## config.mk

```make
export PLATFORM = sky130hd
export DESIGN_NAME = keycombo_rst
export DESIGN_NICKNAME = d
export VERILOG_FILES = /design/src/rtl/keycombo_pkg.sv /design/src/rtl/keycombo_slot.sv /design/src/rtl/keycombo_pulse.sv /design/src/rtl/keycombo_rst.sv
export SDC_FILE = /design/constraint.sdc
export NUM_CORES = 1
export LEC_CHECK = 0
export BUFFER_PORTS_ARGS = -buffer_cell sky130_fd_sc_hd__clkbuf_2
export CAP_MARGIN = 10
export CORE_ASPECT_RATIO = 0.7
export CORE_UTILIZATION = 53
export CTS_BUF_LIST = sky130_fd_sc_hd__clkbuf_2
export CTS_CLUSTER_DIAMETER = 120
export CTS_CLUSTER_SIZE = 16
export DETAILED_ROUTE_END_ITERATION = 8
export PLACE_DENSITY = 0.77
export SLEW_MARGIN = 30
export SYNTH_ARGS = -nofsm -noshare
export SYNTH_HDL_FRONTEND = slang
export SYNTH_SLANG_ARGS = --single-unit
```

## constraint.sdc

```tcl
create_clock -name clk -period 2.04 [get_ports clk]
set_clock_uncertainty 0.15 [all_clocks]
set_input_delay 0.51 -clock clk [delete_from_list [all_inputs] [get_ports clk]]
set_output_delay 0.51 -clock clk [all_outputs]
set_load 0.01 [all_outputs]
```

## src/rtl/keycombo_pkg.sv

```systemverilog
package keycombo_pkg;
    localparam int CODE_W  = 7;
    localparam int CFG_W   = CODE_W + 1;
    localparam int N_SLOTS = 3;
    localparam int SEL_W   = 2;

    typedef struct packed {
        logic [CODE_W-1:0] code;
        logic              level;
        logic              held;
    } slot_st_t;
endpackage

```

## src/rtl/keycombo_slot.sv

```systemverilog
module keycombo_slot
    import keycombo_pkg::*;
(
    input  logic              clk,
    input  logic              rst_n,
    input  logic              we,
    input  logic [CFG_W-1:0]  wdata,
    input  logic              evt_valid,
    input  logic [CODE_W-1:0] evt_code,
    input  logic              evt_press,
    output logic              enabled,
    output logic              held
);
    slot_st_t st_d, st_q;
    logic     match;

    always_comb begin
        st_d  = st_q;
        match = evt_valid && (evt_code != '0) && (evt_code == st_q.code);
        if (we) begin
            st_d.code  = wdata[CODE_W-1:0];
            st_d.level = wdata[CFG_W-1];
            st_d.held  = 1'b0;
        end else if (match) begin
            st_d.held  = (evt_press == st_q.level);
        end
    end

    always_ff @(posedge clk or negedge rst_n) begin
        if (!rst_n) st_q <= '0;
        else        st_q <= st_d;
    end

    assign enabled = (st_q.code != '0);
    assign held    = st_q.held;


    held_needs_code_chk: assert property (@(posedge clk) disable iff (!rst_n)
        st_q.held |-> (st_q.code != '0));


    write_clears_chk: assert property (@(posedge clk) disable iff (!rst_n)
        we |=> !st_q.held);


    held_cause_chk: assert property (@(posedge clk) disable iff (!rst_n)
        $rose(st_q.held) |-> $past(evt_valid) && ($past(evt_code) == $past(st_q.code)));
endmodule

```

## src/rtl/keycombo_pulse.sv

```systemverilog
module keycombo_pulse #(
    parameter int PULSE_W = 16
) (
    input  logic clk,
    input  logic rst_n,
    input  logic combo,
    output logic pulse
);
    localparam int CW = $clog2(PULSE_W + 1);

    typedef struct packed {
        logic          armed;
        logic          active;
        logic [CW-1:0] cnt;
    } pulse_st_t;

    pulse_st_t st_d, st_q;
    logic      fire;

    always_comb begin
        st_d = st_q;
        fire = combo && st_q.armed && !st_q.active;
        if (fire) begin
            st_d.active = 1'b1;
            st_d.cnt    = CW'(PULSE_W - 1);
            st_d.armed  = 1'b0;
        end else begin
            if (!combo) st_d.armed = 1'b1;
            if (st_q.active) begin
                if (st_q.cnt == '0) st_d.active = 1'b0;
                else                st_d.cnt    = st_q.cnt - 1'b1;
            end
        end
    end

    always_ff @(posedge clk or negedge rst_n) begin
        if (!rst_n) begin
            st_q.armed  <= 1'b1;
            st_q.active <= 1'b0;
            st_q.cnt    <= '0;
        end else begin
            st_q <= st_d;
        end
    end

    assign pulse = st_q.active;


    fire_needs_arm_chk: assert property (@(posedge clk) disable iff (!rst_n)
        $rose(st_q.active) |-> $past(st_q.armed) && $past(combo));


    pulse_holds_chk: assert property (@(posedge clk) disable iff (!rst_n)
        (st_q.active && st_q.cnt != '0) |=> st_q.active);


    pulse_ends_chk: assert property (@(posedge clk) disable iff (!rst_n)
        $fell(st_q.active) |-> ($past(st_q.cnt) == '0));
endmodule

```

## src/rtl/keycombo_rst.sv

```systemverilog
module keycombo_rst
    import keycombo_pkg::*;
#(
    parameter int PULSE_W = 16
) (
    input  logic              clk,
    input  logic              rst_n,
    input  logic              evt_valid,
    input  logic [CODE_W-1:0] evt_code,
    input  logic              evt_press,
    input  logic              cfg_we,
    input  logic [SEL_W-1:0]  cfg_sel,
    input  logic [CFG_W-1:0]  cfg_data,
    output logic              rst_out
);
    logic [N_SLOTS-1:0] en_w, held_w;
    logic               combo;

    for (genvar i = 0; i < N_SLOTS; i++) begin : g_slot
        keycombo_slot u_slot (
            .clk       (clk),
            .rst_n     (rst_n),
            .we        (cfg_we && (cfg_sel == SEL_W'(i))),
            .wdata     (cfg_data),
            .evt_valid (evt_valid),
            .evt_code  (evt_code),
            .evt_press (evt_press),
            .enabled   (en_w[i]),
            .held      (held_w[i])
        );
    end

    assign combo = (|en_w) && (&(held_w | ~en_w));

    keycombo_pulse #(.PULSE_W(PULSE_W)) u_pulse (
        .clk   (clk),
        .rst_n (rst_n),
        .combo (combo),
        .pulse (rst_out)
    );


    needs_enabled_chk: assert property (@(posedge clk) disable iff (!rst_n)
        $rose(rst_out) |-> $past(|en_w));


    all_held_chk: assert property (@(posedge clk) disable iff (!rst_n)
        $rose(rst_out) |-> $past((held_w & en_w) == en_w));
endmodule

```

==> metrics.md <==
| Metric | Value |
|---|---|
| Mapped Nets | around 160 |
| Via density | between 5 and 6 |
| Post-Syn Area | about 1700 um2 |
| Final hold vios | 0 |
| Crit end category | register |
| Worst-path maximum fanout | 6 |
| Grt ovf | 0 |
| Synth Register Bits | 34 |
| Post-synth EDFFs | 0 |
| Most frequent cells in the layout | dfrtp_1, clkbuf_2, mux2_2, xnor2_1, buf_4 |
| First-pass GRT wire length | 6.39 mm |
| Ys async rst share | 1.00 |
| Die height | between 40 and 50 um |
| Critical path arrival | between 2000 and 2500 ps |
| Final setup vio count | 0 |
| 1st-iter DRT viols | 99 |
| Full die area | between 3000 and 4000 um2 |
| Area delta synth->final | 22.9% |
| Post-route worst setup slack | roughly 70 ps |
| WS Path Type | register to register |
| Slew headroom | 0.685 |
| Yosys warnings | 0 |
| Detailed placement HPWL | approximately 2.8 mm |
| Setup TNS Final | 0 ps |
| Clk slew on worst S/H paths | roughly 180 ps |
| Cts bufs inserted | 5 |
| Max-cap viol count | 0 |
| Max H-tree Level | 2 |
| Routed Antenna Nets | 0 |
| CP required | between 2000 and 2500 ps |
| Antenna violations before repair | 0 |
| Initial Util | 0.587 |
| Final Wtd Congestion | between 0.9 and 1 |
| DR DRC count | 0 |
| TritonCTS clock tree | yes |
| Top_reg_cell synth | dfrtp_1 |
| Core area | 2940 um2 |
| Fillers | 210 |
| Mean Syn Cell Area | ~12 um2 |
| HP Class | primary input to register |
| DR vias | 1229 |
| Fraction of layout instances using a drive strength above 1 | 0.446 |
| Die width | roughly 70 um |
| Clock latency at the later pin of the worst-skew pair | about 370 ps |
| Unrepaired setup endpoints after global routing | true |
| Post-placement setup slack | -111 ps |
| Worst VDD drop | ~470 uV |
| Total routed wirelength | 3.68 mm |
| Clk sinks | 34 |
| Most common cell after layout, fill and taps aside | dfrtp_1 |
| Fmax | 508 MHz |
| Largest net degree at the start of global routing | 19 |
| Port bufs | 22 |
| Clock buffer depth | 2 |
| I/O pin count | 23 |
| Clk root buf | clkbuf_2 |
| Row count | 16 |
| GR Util All Layers | 0.247 |
| CP Launch Type | register |
| Nets | 206 |
| Netlist cell types | 28 |
| Routed length per instance | ~17 um |
| Pwr dens | roughly 860 nW/um2 |
| TritonRoute pass-1 iters | 4 |
| Final Cycle Share | 0.966 |
| Antenna fix cells | 0 |
| Vias in the first global route | around 1300 |
| P_leak | ~0.9 nW |
| Fin. max-slew vios | 0 |
| Fin crit period | 1970 ps |
| Cells after Synth | 140 |
| Register area share after synthesis | 0.493 |
| Slew @ Worst Pin | ~470 ps |
| Status | finished clean |
## area by class of cell
type,count,area [um2],share of cell area
clock buffer,7,35.0,0.0165
clock inverter,1,30.0,0.0141
inverter,2,7.51,0.00354
multi-input combinational,101,901,0.424
sequential,34,852,0.401
tap,36,45.0,0.0212
timing repair buffer,39,253,0.119
## layer usage
| metal | part of all wire | global-route usage | vias to the layer above |
|---|---|---|---|
| li1 | - | - | 586 |
| met1 | 0.50 | 0.349 | 610 |
| met2 | 0.44 | 0.367 | 21 |
| met3 | 0.037 | 0.0654 | 12 |
| met4 | 0.023 | 0.0933 | 0 |
| met5 | 0 | 0 | - |
## stage by stage
stage	cells	cell area (um2)	hold slack (ps)	util	power, mW
3_5_place_dp	211	2000	332	0.681	1.36
2_1_floorplan	140	1730	64.4	-	1.17
3_3_place_gp	211	2000	316	0.681	1.33
4_1_cts	220	2110	214	0.716	1.82
5_1_grt	220	2120	213	0.722	1.93
6_report	220	2120	228	0.722	1.82
## Yosys cell counts (2+ instances only)
master | count | area share
nor2_1 | 2 | 0.0043
xor2_1 | 3 | 0.015
nor4_1 | 2 | 0.0072
dfrtp_1 | 33 | 0.48
clkbuf_1 | 3 | 0.0065
mux2i_1 | 3 | 0.017
nand4_1 | 4 | 0.014
xnor2_1 | 24 | 0.12
a21oi_1 | 2 | 0.0058
nand3_1 | 6 | 0.017
o21ai_0 | 5 | 0.014
nand3b_1 | 2 | 0.0087
nand2_1 | 5 | 0.011
inv_1 | 2 | 0.0043
mux2_2 | 26 | 0.17
nor3_1 | 6 | 0.017
## cells by family after synthesis
group,synth area share
flip-flops,0.493
AO/OA/AOI/OAI,0.0420
multiplexers,0.187
XOR/XNOR,0.137
AND/OR/NAND/NOR,0.123
buffers and inverters,0.0109
adder cells (fa/ha/maj),0.00724
## report_power, final
group          leakage (nW)  internal [mW]  switching (mW)
combinational         0.437          0.277           0.196
clock                0.0432          0.219           0.221
sequential            0.418          0.786           0.123
total                 0.899           1.28           0.539
## worst max-delay path: stages, from the launching register on
cell	delay, ps
dfrtp_1	440
nor4_2	350
a21oi_1	130
or4b_4	570
o211a_1	230
## state kept, by name, indices dropped and copies added, names as in the netlist
signal,flops
u_pulse.pulse,1
u_pulse.st_q,6
g_slot.u_slot.st_q,24
g_slot.u_slot.held,3
## what timing repair did
action | in CTS | in global routing
endpoints found under the setup margin | 6 | 6
gates resized for setup | 6 | 2
hold endpoints to repair | 16 | 0
cloned | 0 | 0
hold buffers | 1 | 0
setup buffers | 0 | 0
## path summary, 6_finish.rpt
check,startpoint,endpoint,slack [ps],depth (start not counted)
hold reg to reg,g_slot[1].u_slot.held,g_slot[1].u_slot.held,390,2
min in group asynchronous,rst_n,g_slot[0].u_slot.st_q[7],440,2
setup / recovery,g_slot[1].u_slot.st_q[7],u_pulse.st_q[4],70,4
max in group asynchronous,rst_n,u_pulse.st_q[6],750,3
setup reg to reg,g_slot[1].u_slot.st_q[7],u_pulse.st_q[4],70,4
hold / removal,cfg_data[6],g_slot[2].u_slot.st_q[8],230,2
Note: power is estimated with default switching activity, not from simulation.
